**config.mk**
```make
export PLATFORM = sky130hd
export DESIGN_NAME = spi_cs_ctrl
export DESIGN_NICKNAME = d
export VERILOG_FILES = /design/src/rtl/spi_cs_pkg.sv /design/src/rtl/spi_cs_regs.sv /design/src/rtl/spi_cs_hold.sv /design/src/rtl/spi_cs_drive.sv /design/src/rtl/spi_cs_ctrl.sv
export SDC_FILE = /design/constraint.sdc
export NUM_CORES = 1
export LEC_CHECK = 0
export BUFFER_PORTS_ARGS = -buffer_cell sky130_fd_sc_hd__buf_2
export CORE_ASPECT_RATIO = 0.6
export CORE_MARGIN = 3
export CORE_UTILIZATION = 36
export CTS_BUF_LIST = sky130_fd_sc_hd__clkbuf_4 sky130_fd_sc_hd__clkbuf_8 sky130_fd_sc_hd__clkbuf_16
export DETAILED_ROUTE_END_ITERATION = 6
export PLACE_DENSITY = 0.79
export SLEW_MARGIN = 10
export SYNTH_ARGS = -nofsm -noshare
export SYNTH_HDL_FRONTEND = slang
export SYNTH_HIERARCHICAL = 1
export SYNTH_SLANG_ARGS = --single-unit
```
**constraint.sdc**
```tcl
create_clock -name clk -period 1.2 [get_ports clk]
set_input_delay 0 -clock clk [delete_from_list [all_inputs] [get_ports clk]]
set_output_delay 0 -clock clk [all_outputs]
set_load 0.02 [all_outputs]
```
**src/rtl/spi_cs_pkg.sv**
```systemverilog
package spi_cs_pkg;
  // Byte offsets of the three registers.
  localparam int OFS_TARGET = 16;
  localparam int OFS_IDLE   = 20;
  localparam int OFS_MODE   = 24;

  typedef enum logic [1:0] {
    CSM_AUTO     = 2'd0,
    CSM_AUTO_ALT = 2'd1,
    CSM_HOLD     = 2'd2,
    CSM_OFF      = 2'd3
  } cs_mode_e;
endpackage

```
**src/rtl/spi_cs_regs.sv**
```systemverilog
module spi_cs_regs
  import spi_cs_pkg::*;
#(
  parameter int NUM_CS = 1,
  parameter int DATA_W = 32,
  parameter int ADDR_W = 8,
  parameter int SEL_W  = 1
) (
  input  logic              clk,
  input  logic              rst_n,
  input  logic              req,
  input  logic              we,
  input  logic [ADDR_W-1:0] addr,
  input  logic [DATA_W-1:0] wdata,
  output logic [SEL_W-1:0]  sel_q,
  output logic [NUM_CS-1:0] idle_q,
  output cs_mode_e          mode_q,
  output logic              release_hold,
  output logic [DATA_W-1:0] rdata,
  output logic              rvalid
);
  localparam logic [NUM_CS-1:0] IDLE_RST = '1;

  logic hit_sel, hit_idle, hit_mode;
  logic sel_ok, idle_ok, mode_ok;
  logic acc_sel, acc_idle, acc_mode;
  logic [DATA_W-1:0] rd_mux;

  assign hit_sel  = (addr == ADDR_W'(OFS_TARGET));
  assign hit_idle = (addr == ADDR_W'(OFS_IDLE));
  assign hit_mode = (addr == ADDR_W'(OFS_MODE));

  // Range checks over the full write word
  assign sel_ok  = (wdata < DATA_W'(NUM_CS));
  assign idle_ok = ((wdata >> NUM_CS) == '0);
  assign mode_ok = (wdata < DATA_W'(4));

  assign acc_sel  = req & we & hit_sel  & sel_ok;
  assign acc_idle = req & we & hit_idle & idle_ok;
  assign acc_mode = req & we & hit_mode & mode_ok;

  assign release_hold = acc_sel | acc_mode;

  always_ff @(posedge clk or negedge rst_n) begin
    if (!rst_n) begin
      sel_q  <= '0;
      idle_q <= IDLE_RST;
      mode_q <= CSM_AUTO;
    end else begin
      if (acc_sel)  sel_q  <= wdata[SEL_W-1:0];
      if (acc_idle) idle_q <= wdata[NUM_CS-1:0];
      if (acc_mode) mode_q <= cs_mode_e'(wdata[1:0]);
    end
  end

  always_comb begin
    rd_mux = '0;
    if (hit_sel)       rd_mux = DATA_W'(sel_q);
    else if (hit_idle) rd_mux = DATA_W'(idle_q);
    else if (hit_mode) rd_mux = DATA_W'(mode_q);
  end

  always_ff @(posedge clk or negedge rst_n) begin
    if (!rst_n) begin
      rdata  <= '0;
      rvalid <= 1'b0;
    end else begin
      rvalid <= req & ~we;
      if (req && !we) rdata <= rd_mux;
    end
  end
endmodule

```
**src/rtl/spi_cs_hold.sv**
```systemverilog
module spi_cs_hold
  import spi_cs_pkg::*;
(
  input  logic     clk,
  input  logic     rst_n,
  input  cs_mode_e mode,
  input  logic     frame_active,
  input  logic     release_hold,
  output logic     held
);
  always_ff @(posedge clk or negedge rst_n) begin
    if (!rst_n)                                   held <= 1'b0;
    else if (release_hold)                        held <= 1'b0;
    else if (mode == CSM_HOLD && frame_active)    held <= 1'b1;
  end
endmodule

```
**src/rtl/spi_cs_drive.sv**
```systemverilog
module spi_cs_drive
  import spi_cs_pkg::*;
#(
  parameter int NUM_CS = 1,
  parameter int SEL_W  = 1
) (
  input  logic              clk,
  input  logic              rst_n,
  input  logic [SEL_W-1:0]  sel,
  input  logic [NUM_CS-1:0] idle,
  input  cs_mode_e          mode,
  input  logic              held,
  input  logic              frame_active,
  output logic [NUM_CS-1:0] cs_n
);
  logic engage;
  logic [NUM_CS-1:0] cs_d;

  assign engage = (mode != CSM_OFF) &
                  (frame_active | (held & (mode == CSM_HOLD)));

  for (genvar i = 0; i < NUM_CS; i++) begin : g_line
    logic on;
    assign on      = engage & (sel == SEL_W'(i));
    assign cs_d[i] = idle[i] ^ on;
  end

  always_ff @(posedge clk or negedge rst_n) begin
    if (!rst_n) cs_n <= '1;
    else        cs_n <= cs_d;
  end
endmodule

```
**src/rtl/spi_cs_ctrl.sv**
```systemverilog
module spi_cs_ctrl
  import spi_cs_pkg::*;
#(
  parameter int NUM_CS = 1,
  parameter int DATA_W = 32,
  parameter int ADDR_W = 8
) (
  input  logic              clk,
  input  logic              rst_n,
  input  logic              reg_req,
  input  logic              reg_we,
  input  logic [ADDR_W-1:0] reg_addr,
  input  logic [DATA_W-1:0] reg_wdata,
  output logic [DATA_W-1:0] reg_rdata,
  output logic              reg_rvalid,
  input  logic              frame_active,
  output logic [NUM_CS-1:0] cs_n
);
  localparam int SEL_W = (NUM_CS > 1) ? $clog2(NUM_CS) : 1;

  logic [SEL_W-1:0]  sel_q;
  logic [NUM_CS-1:0] idle_q;
  cs_mode_e          mode_q;
  logic              release_hold;
  logic              held;

  spi_cs_regs #(
    .NUM_CS(NUM_CS), .DATA_W(DATA_W), .ADDR_W(ADDR_W), .SEL_W(SEL_W)
  ) u_regs (
    .clk(clk), .rst_n(rst_n), .req(reg_req), .we(reg_we),
    .addr(reg_addr), .wdata(reg_wdata),
    .sel_q(sel_q), .idle_q(idle_q), .mode_q(mode_q),
    .release_hold(release_hold), .rdata(reg_rdata), .rvalid(reg_rvalid)
  );

  spi_cs_hold u_hold (
    .clk(clk), .rst_n(rst_n), .mode(mode_q), .frame_active(frame_active),
    .release_hold(release_hold), .held(held)
  );

  spi_cs_drive #(.NUM_CS(NUM_CS), .SEL_W(SEL_W)) u_drive (
    .clk(clk), .rst_n(rst_n), .sel(sel_q), .idle(idle_q), .mode(mode_q),
    .held(held), .frame_active(frame_active), .cs_n(cs_n)
  );
endmodule

```
==> metrics, run 1 <==
status=finished clean; Post-synth EDFFs=0; Die W=68.1 µm; ant diodes=0; RePlAce Congestion=0.836; Core ar.=2010 µm²; Final period util=0.952; most common flop cell mapped by yosys=dfrtp_1; CP max FO=2; Wirelength per Cell=13.1 µm; final setup fails=0; Setup WS post-layout=0.0577 ns; worst endpoint data arrival time=1.26 ns; Worst EP required=1.31 ns; R2R depth=4; Worst-path clk slew=0.05 ns; First DRT Iteration DRCs=10; Final Slew Violations=0; vias in the first global route=746; clock buffer depth=2; CTS tree=yes; TritonCTS sink count=9; Tmin final=1.14 ns; 1st-pass router iterations=4; post-synth top area share=0.271; largest net degree at the start of global routing=10; Yosys cell types=29; Seq/Total Area, Yosys=0.274; Fin Setup TNS=0 ns; Setup crit end kind=flop; number of port buffers=48; clk_skew=0.00306 ns; Area contributors post-synth=buf_4 27%, dfrtp_1 21%, nor4_2 11%; # rows=12; worst hold margin=0.0432 ns; fmax=0.875 GHz; most frequent cells in the layout=48 x buf_2, 30 x conb_1, 7 x dfrtp_1, 7 x nor4_2, 7 x buf_4; antenna-violating nets left=0; Initial Utilization=0.414; die area=2940 µm²; cell count after synthesis=85; Ys Warns=6; worst-skew pair later-pin latency=0.23 ns; Place WS=-0.196 ns; Avg Inst Size Synth=9.79 µm²; final WL=2260 µm; Die Y=43.2 µm; DRC=0; startpoint types=input port; Post-Synthesis Cell Area=832 µm²; Area Growth Syn to Fin=36.1%; H-Tree Depth=1; LEAKAGE=0.614 nW; RSZ-0062 raised after global routing=false; largest area contributor in the netlist=buf_4; Final Util=0.563; Post-synth ARST share=1.00; placed wire-length estimate=1970 µm; max_cap viols=0; Root Driver=clkbuf_8; final-stage net count=190; Final Hold Viols=0; CTS buffer count=3; Ports=79; GRT overflow=0; first-pass GRT wire length=3260 µm; Peak supply drop=599 µV; layout cells sized above 1=0.521; Worst Hold Class=in2reg; Setup Crit Path Kind=in2reg; initial antenna violation count=0; postcts setup bufs=0; GRT Total Usage=0.154; Worst Hold Path Cells=2; via count=753; register bit total from synthesis=9; power per cell area=825 nW/µm²; most common cell after layout, fill and taps aside=buf_2; Via density=4.38
==> flip-flops by register name (all words and copies together) (netlist names) <==
name           flops
u_regs/idle_q      1
u_regs/mode_q      2
u_regs/rvalid      1
u_drive/cs_n       1
u_regs/rdata       2
u_hold/held        1
u_regs/sel_q       1
==> per-layer routing <==
metal | vias up | GRT usage | part of all wire
met5 | - | 0 | 0
met4 | 0 | 0.0395 | 0.0044
met3 | 2 | 0.0714 | 0.10
met2 | 41 | 0.287 | 0.54
met1 | 347 | 0.150 | 0.35
li1 | 363 | - | -
==> final timing paths <==
check	startpoint	end	slack, ns
worst min-delay path	reg_wdata[1]	u_regs/mode_q[1]	0.04
worst max register to register	u_regs/mode_q[0]	u_regs/rdata[0]	0.19
worst min register to register	u_regs/rdata[1]	u_regs/rdata[1]	0.49
max in group asynchronous	rst_n	u_drive/cs_n	0.80
min in group asynchronous	rst_n	u_hold/held	0.15
worst max-delay path	reg_addr[2]	u_regs/mode_q[0]	0.06
==> what timing repair did <==
action                                  4_1_cts  5_1_grt
hold buffers                                  1        0
hold endpoints to repair                      9        0
endpoints found under the setup margin        0        4
resized for setup                             0        4
==> where the power goes <==
group / switching [W] / internal [W]
registers: 0.000000920 / 0.000309
logic: 0.000163 / 0.0000863
clock network: 0.000120 / 0.000254
==> cells in the mapped netlist, drive strengths merged, types with 2 or more instances <==
| master | n |
|---|---|
| dfrtp | 7 |
| mux2 | 3 |
| nand2 | 2 |
| buf | 30 |
| nor2 | 4 |
| nor4b | 3 |
| dfstp | 2 |
| nand2b | 2 |
| nand4 | 4 |
| nor4 | 9 |
| o21ai | 2 |
| a21oi | 3 |
| inv | 3 |
==> metrics by stage <==
step                      power, W  instances  cell area [µm²]
after detailed placement  0.000549        167             1040
after global routing      0.000978        172             1130
after floorplan           0.000504        114              941
final                     0.000934        172             1130
after global placement    0.000540        167             1040
after CTS                 0.000935        172             1100
==> area by class of cell <==
type,instances,area [µm²]
inverter,3,11.3
sequential,9,228
fill,194,880
tap,28,35.0
multi-input combinational,72,507
clock buffer,4,48.8
timing repair buffer,56,303
==> worst max-delay path, stage by stage <==
cell and delay, ns:
buf_2 0.12, nor4b_4 0.28, and4_1 0.27, nor3b_4 0.24, mux2_1 0.34
==> logic make-up (layout without fill, tap and decap cells) <==
logic type | Yosys count | count (layout) | synth area share
compound gates | 9 | 9 | 0.0677
buf+inv | 33 | 63 | 0.284
flops | 9 | 9 | 0.274
other cells | 1 | 30 | 0.00451
mux | 3 | 3 | 0.0406
xor+xnor | 1 | 1 | 0.0105
simple gates | 29 | 29 | 0.319
No activity file was read; power rests on OpenSTA's default activity.
==> inputs of run 2 (changes only) <==
--- a/config.mk
+++ b/config.mk
@@ -10,10 +10,11 @@
 export CORE_MARGIN = 3
 export CORE_UTILIZATION = 36
 export CTS_BUF_LIST = sky130_fd_sc_hd__clkbuf_4 sky130_fd_sc_hd__clkbuf_8 sky130_fd_sc_hd__clkbuf_16
+export CTS_CLUSTER_SIZE = 10
 export DETAILED_ROUTE_END_ITERATION = 6
-export PLACE_DENSITY = 0.79
+export PLACE_DENSITY = 0.8
+export SKIP_LAST_GASP = 1
 export SLEW_MARGIN = 10
 export SYNTH_ARGS = -nofsm -noshare
 export SYNTH_HDL_FRONTEND = slang
-export SYNTH_HIERARCHICAL = 1
 export SYNTH_SLANG_ARGS = --single-unit
==> run 2 against run 1 <==
Net effect: largest power group unchanged; total power increased by 0.35%; routed wire length fell by 7.8%; register-to-register slack lost 0.05 ns; cell area rose by 0.77%; critical endpoint is now u_regs.idle_q.
==> metrics, run 2 <==
Top Family by Delay on Critical Path=simple AND/OR/NAND/NOR gates; GR met2 Demand/Resource=0.238; Total Power=0.000937 W; GRT Total Usage=0.134; GRT overflow=0; Final Util=0.576; worst-skew pair later-pin latency=0.23 ns; antenna-violating nets left=0; Core ar.=1980 µm²; Die Y=42.7 µm; Post-synth EDFFs=0; top cells by count, synth=30 x buf_4, 7 x dfrtp_1, 5 x nand2_1; flop2flop setup slack=0.14 ns; Avg Inst Size Synth=9.87 µm²; Die W=67.2 µm; Area Growth Syn to Fin=41.0%; most common cell after layout, fill and taps aside=buf_2; # rows=12; cell count after synthesis=82; startpoint types=input port; met1 Use GR=0.148; Via density=4.31; H-Tree Depth=1; Buf/Inv on CP=2; hold path startpoint=reg_wdata[0]; Synth Area in XOR/XNOR=0.0108; clock buffer depth=2; placed wire-length estimate=1720 µm; largest area contributor in the netlist=buf_4; RePlAce Congestion=0.842; Post-synth ARST share=1.00; Final Slew Violations=0; final setup fails=0; Synth Area in Compound Gates=0.0804; Initial Utilization=0.408; Fin Setup TNS=0 ns; CP max stage delay=0.36 ns; post-synth top area share=0.278; Worst-path clk slew=0.05 ns; layout cells sized above 1=0.521; CP cell instances=buf_2, nor4_2, nand4_1, buf_4, nor4_4, mux2_1; final WL=2080 µm; Post-Synth Adder-Cell Area=0; Setup Crit Path Kind=in2reg; Worst Hold Endpoint=u_regs.mode_q[0]; most frequent cell after synthesis=buf_4; Wirelength per Cell=12.3 µm; combinational family with the most area after synthesis=buffers and inverters; final-stage net count=188; Peak supply drop=418 µV; Setup crit end kind=flop; slowest CP cell=mux2_1; register bit total from synthesis=9; DRC=0; max_cap viols=0; Place WS=-0.232 ns; worst endpoint data arrival time=1.35 ns; 1st-pass router iterations=4; met3 usage=0.0370; reg-to-reg critical path endpoint=u_drive.cs_n; status=finished clean; R2R depth=3; fmax=0.834 GHz; first-pass GRT wire length=2930 µm; power per cell area=821 nW/µm²; most frequent cells in the layout=48 x buf_2, 30 x conb_1, 8 x buf_4; CTS tree=yes; Area contributors post-synth=buf_4 28%, dfrtp_1 22%, dfstp_2 6.5%; Ys Warns=0; die area=2870 µm²; Top Usage Layer GRT=met2; cell count along the critical path=6; worst r2r src=u_regs.mode_q[1]; proportion of synthesized area in mux cells=0.0541; clk_skew=0.000577 ns; initial antenna violation count=0; largest net degree at the start of global routing=10; Yosys cell types=30; Post-Synthesis Cell Area=810 µm²; Setup WS post-layout=0.00146 ns; Final period util=0.999; Seq/Total Area, Yosys=0.281; First DRT Iteration DRCs=9; most common flop cell mapped by yosys=dfrtp_1; vias in the first global route=694; Final Hold Viols=0; via count=733; Ports=79; LEAKAGE=0.616 nW; RSZ-0062 raised after global routing=true; largest registers=u_regs.mode_q: 2 flops, u_regs.rdata: 2 flops; TritonCTS sink count=9; CTS buffer count=3; Root Driver=clkbuf_8; Worst Hold Class=in2reg; Worst Hold Path Cells=2; number of port buffers=48; Worst EP required=1.35 ns; Tmin final=1.20 ns; ant diodes=0; CP max FO=3; Synth Area in Simple Gates=0.281
## run 2: per-stage QoR
step	hold slack, ns	cells	area, µm²
floorplan	-0.296	111	918
global placement	-0.144	164	1020
detailed placement	-0.143	164	1020
CTS	0.0495	169	1080
global route	0.0708	170	1140
finish	0.0596	170	1140
## run 2: where the power goes
group	internal [W]	total, W	switching [W]	leakage (nW)
clock network	0.000254	0.000379	0.000125	0.0262
registers	0.000309	0.000310	0.000000584	0.118
logic	0.0000856	0.000248	0.000162	0.472
## run 2: what timing repair did
item / 4_1_cts / 5_1_grt
endpoints found under the hold margin: 9 / 0
setup endpoints to repair: 0 / 4
resized for setup: 0 / 7
hold buffers: 1 / 0
setup buffers: 0 / 1
## run 2: area by class of cell
type,instances,area [µm²]
Fill cell,177,841
Multi-Input combinational cell,70,512
Tap cell,28,35.0
Clock buffer,4,48.8
Timing Repair Buffer,57,310
Inverter,2,7.51
Sequential cell,9,228
## run 2: cell families (layout without fill, tap and decap cells)
family | Yosys count | in the layout
flops | 9 | 9
mux | 4 | 4
other cells | 1 | 30
buf+inv | 32 | 63
simple gates | 26 | 26
compound gates | 9 | 9
xor+xnor | 1 | 1
## run 2: layer usage
layer	part of all wire	vias up
li1	-	356
met1	0.38	332
met2	0.53	43
met3	0.090	2
met4	0.0053	0
met5	0	-
## run 2: worst max path at each step
stage,start,to,slack [ns]
floorplan,reg_wdata[24],u_regs.mode_q[0],0.0002
CTS,reg_wdata[26],u_regs.idle_q,0.01
detailed placement,reg_wdata[26],u_regs.mode_q[1],-0.23
global placement,reg_wdata[31],u_regs.idle_q,-0.17
global route,reg_wdata[26],u_regs.idle_q,-0.05
finish,reg_wdata[26],u_regs.idle_q,0.001
## run 2: worst register-to-register path: cells and delay by family (launching register included)
kind / cells / cell delay (ns)
xor gates and xnor gates: 1 / 0.18
AOI/OAI and AO/OA: 2 / 0.38
DFF: 1 / 0.43
==> inputs of run 3 (changes only) <==
--- a/config.mk
+++ b/config.mk
@@ -6,13 +6,14 @@
 export NUM_CORES = 1
 export LEC_CHECK = 0
 export BUFFER_PORTS_ARGS = -buffer_cell sky130_fd_sc_hd__buf_2
+export CELL_PAD_IN_SITES_DETAIL_PLACEMENT = 0
+export CELL_PAD_IN_SITES_GLOBAL_PLACEMENT = 2
 export CORE_ASPECT_RATIO = 0.6
-export CORE_MARGIN = 3
-export CORE_UTILIZATION = 36
+export CORE_UTILIZATION = 18
 export CTS_BUF_LIST = sky130_fd_sc_hd__clkbuf_4 sky130_fd_sc_hd__clkbuf_8 sky130_fd_sc_hd__clkbuf_16
 export CTS_CLUSTER_SIZE = 10
 export DETAILED_ROUTE_END_ITERATION = 6
-export PLACE_DENSITY = 0.8
+export PLACE_DENSITY_LB_ADDON = 0.1
 export SKIP_LAST_GASP = 1
 export SLEW_MARGIN = 10
 export SYNTH_ARGS = -nofsm -noshare
==> run 3 against run 2 <==
Net effect: total power up 0.49%; non-clock buffer count up 2; first-iteration DRC count grew 130%; clock skew up 0.0011 ns; critical path depth shrank 1; sequential power barely moved; worst hold slack improved by 0.0035 ns; combinational power fell by 2%; highest routed layer unchanged.
==> metrics, run 3 (synthesis results as in run 2) <==
final-stage net count=190; max_cap viols=0; RePlAce Congestion=0.749; Top Usage Layer GRT=met1; power per cell area=791 nW/µm²; layout cells sized above 1=0.542; R2R depth=3; Area Growth Syn to Fin=47.0%; Worst-path clk slew=0.05 ns; Total Power=0.000942 W; Ports=79; RSZ-0062 raised after global routing=true; Wirelength per Cell=9.40 µm; reg-to-reg critical path endpoint=u_drive.cs_n; fmax=0.869 GHz; Final Hold Viols=0; vias in the first global route=553; Top Family by Delay on Critical Path=simple AND/OR/NAND/NOR gates; final WL=1920 µm; Setup Crit Path Kind=in2reg; 1st-pass router iterations=2; Root Driver=clkbuf_8; H-Tree Depth=1; final non-filler cell total=204; Setup crit end kind=flop; met3 usage=0.0337; GRT overflow=0; worst endpoint data arrival time=1.27 ns; first-pass GRT wire length=2630 µm; First DRT Iteration DRCs=21; final setup fails=0; GR met2 Demand/Resource=0.106; Final Util=0.283; Buf/Inv on CP=1; # rows=18; Final Slew Violations=0; Die Y=53.9 µm; GRT Total Usage=0.0783; CP max FO=3; Final period util=0.959; met1 Use GR=0.107; die area=4780 µm²; antenna-violating nets left=0; Worst Hold Class=in2reg; Die W=88.6 µm; flop2flop setup slack=0.21 ns; largest registers=u_regs.mode_q: 2 flops, u_regs.rdata: 2 flops; most frequent cells in the layout=46 x buf_2, 30 x conb_1, 10 x buf_4; worst r2r src=u_regs.mode_q[1]; largest net degree at the start of global routing=10; ant diodes=0; placed wire-length estimate=1640 µm; slowest CP cell=nor4_4; hold path startpoint=reg_wdata[0]; DRC=0; Cells after DPL=197; initial antenna violation count=0; most common cell after layout, fill and taps aside=buf_2; Core ar.=4210 µm²; number of port buffers=48; worst-skew pair later-pin latency=0.24 ns; via count=738; CP cell instances=buf_6, nor4b_4, nand3b_4, nor4_4, mux2_4; clock buffer depth=2; status=finished clean; Worst Hold Endpoint=u_regs.idle_q; Via density=3.62; startpoint types=input port; Worst Hold Path Cells=2; LEAKAGE=0.626 nW; Tmin final=1.15 ns; CTS tree=yes; clk_skew=0.00167 ns; TritonCTS sink count=9; CP max stage delay=0.37 ns; Peak supply drop=266 µV; CTS buffer count=3; Worst EP required=1.32 ns; Initial Utilization=0.192
run 3: per-stage QoR:
step	setup TNS [ns]	cell area, µm²	setup slack [ns]	hold WS [ns]
detailed placement	-0.860	1070	-0.281	-0.129
CTS	0	1130	0.0318	0.0470
floorplan	0	918	0.000166	-0.296
finish	0	1190	0.0496	0.0631
global placement	-0.770	1070	-0.196	-0.135
global route	-0.0223	1190	-0.0125	0.0500
run 3: worst max path at each step:
stage,from,endpoint,cells past startpoint
after floorplan,reg_wdata[24],u_regs.mode_q[0],4
after global placement,reg_wdata[24],u_regs.mode_q[1],5
after detailed placement,reg_wdata[24],u_regs.mode_q[0],5
after CTS,reg_addr[5],u_regs.mode_q[0],5
after global routing,reg_addr[7],u_regs.mode_q[0],5
final,reg_addr[7],u_regs.mode_q[0],5
run 3: worst reg2reg max path: cells and delay by family (launching register included):
kind                      cells  cell delay [ns]
DFF                           1             0.42
AOI/OAI and AO/OA             2             0.35
xor gates and xnor gates      1             0.17
run 3: cell type report:
| class | instances | area (µm²) |
|---|---|---|
| Fill cell | 475 | 3020 |
| Tap cell | 60 | 75.1 |
| Multi-Input combinational cell | 70 | 493 |
| Inverter | 2 | 7.51 |
| Sequential cell | 9 | 228 |
| Clock buffer | 4 | 48.8 |
| Timing Repair Buffer | 59 | 338 |
run 3: layer usage:
layer	vias to the layer above	wire length (µm)
met5	-	0
met4	0	8
met3	2	145
met2	36	874
met1	340	888
li1	360	-
run 3: repair_timing:
action	CTS	global route
pin swaps	1	2
buffers inserted	1	1
endpoints found under the setup margin	2	2
hold buffers	1	0
hold endpoints to repair	9	0
gates resized for setup	0	8
run 3: power by group:
part	internal, W	leakage, nW	switching [W]	total, W
Clock	0.000255	0.0262	0.000133	0.000389
Combinational	0.0000888	0.483	0.000155	0.000243
Sequential	0.000309	0.118	0.000000569	0.000310
Total	0.000653	0.626	0.000288	0.000942
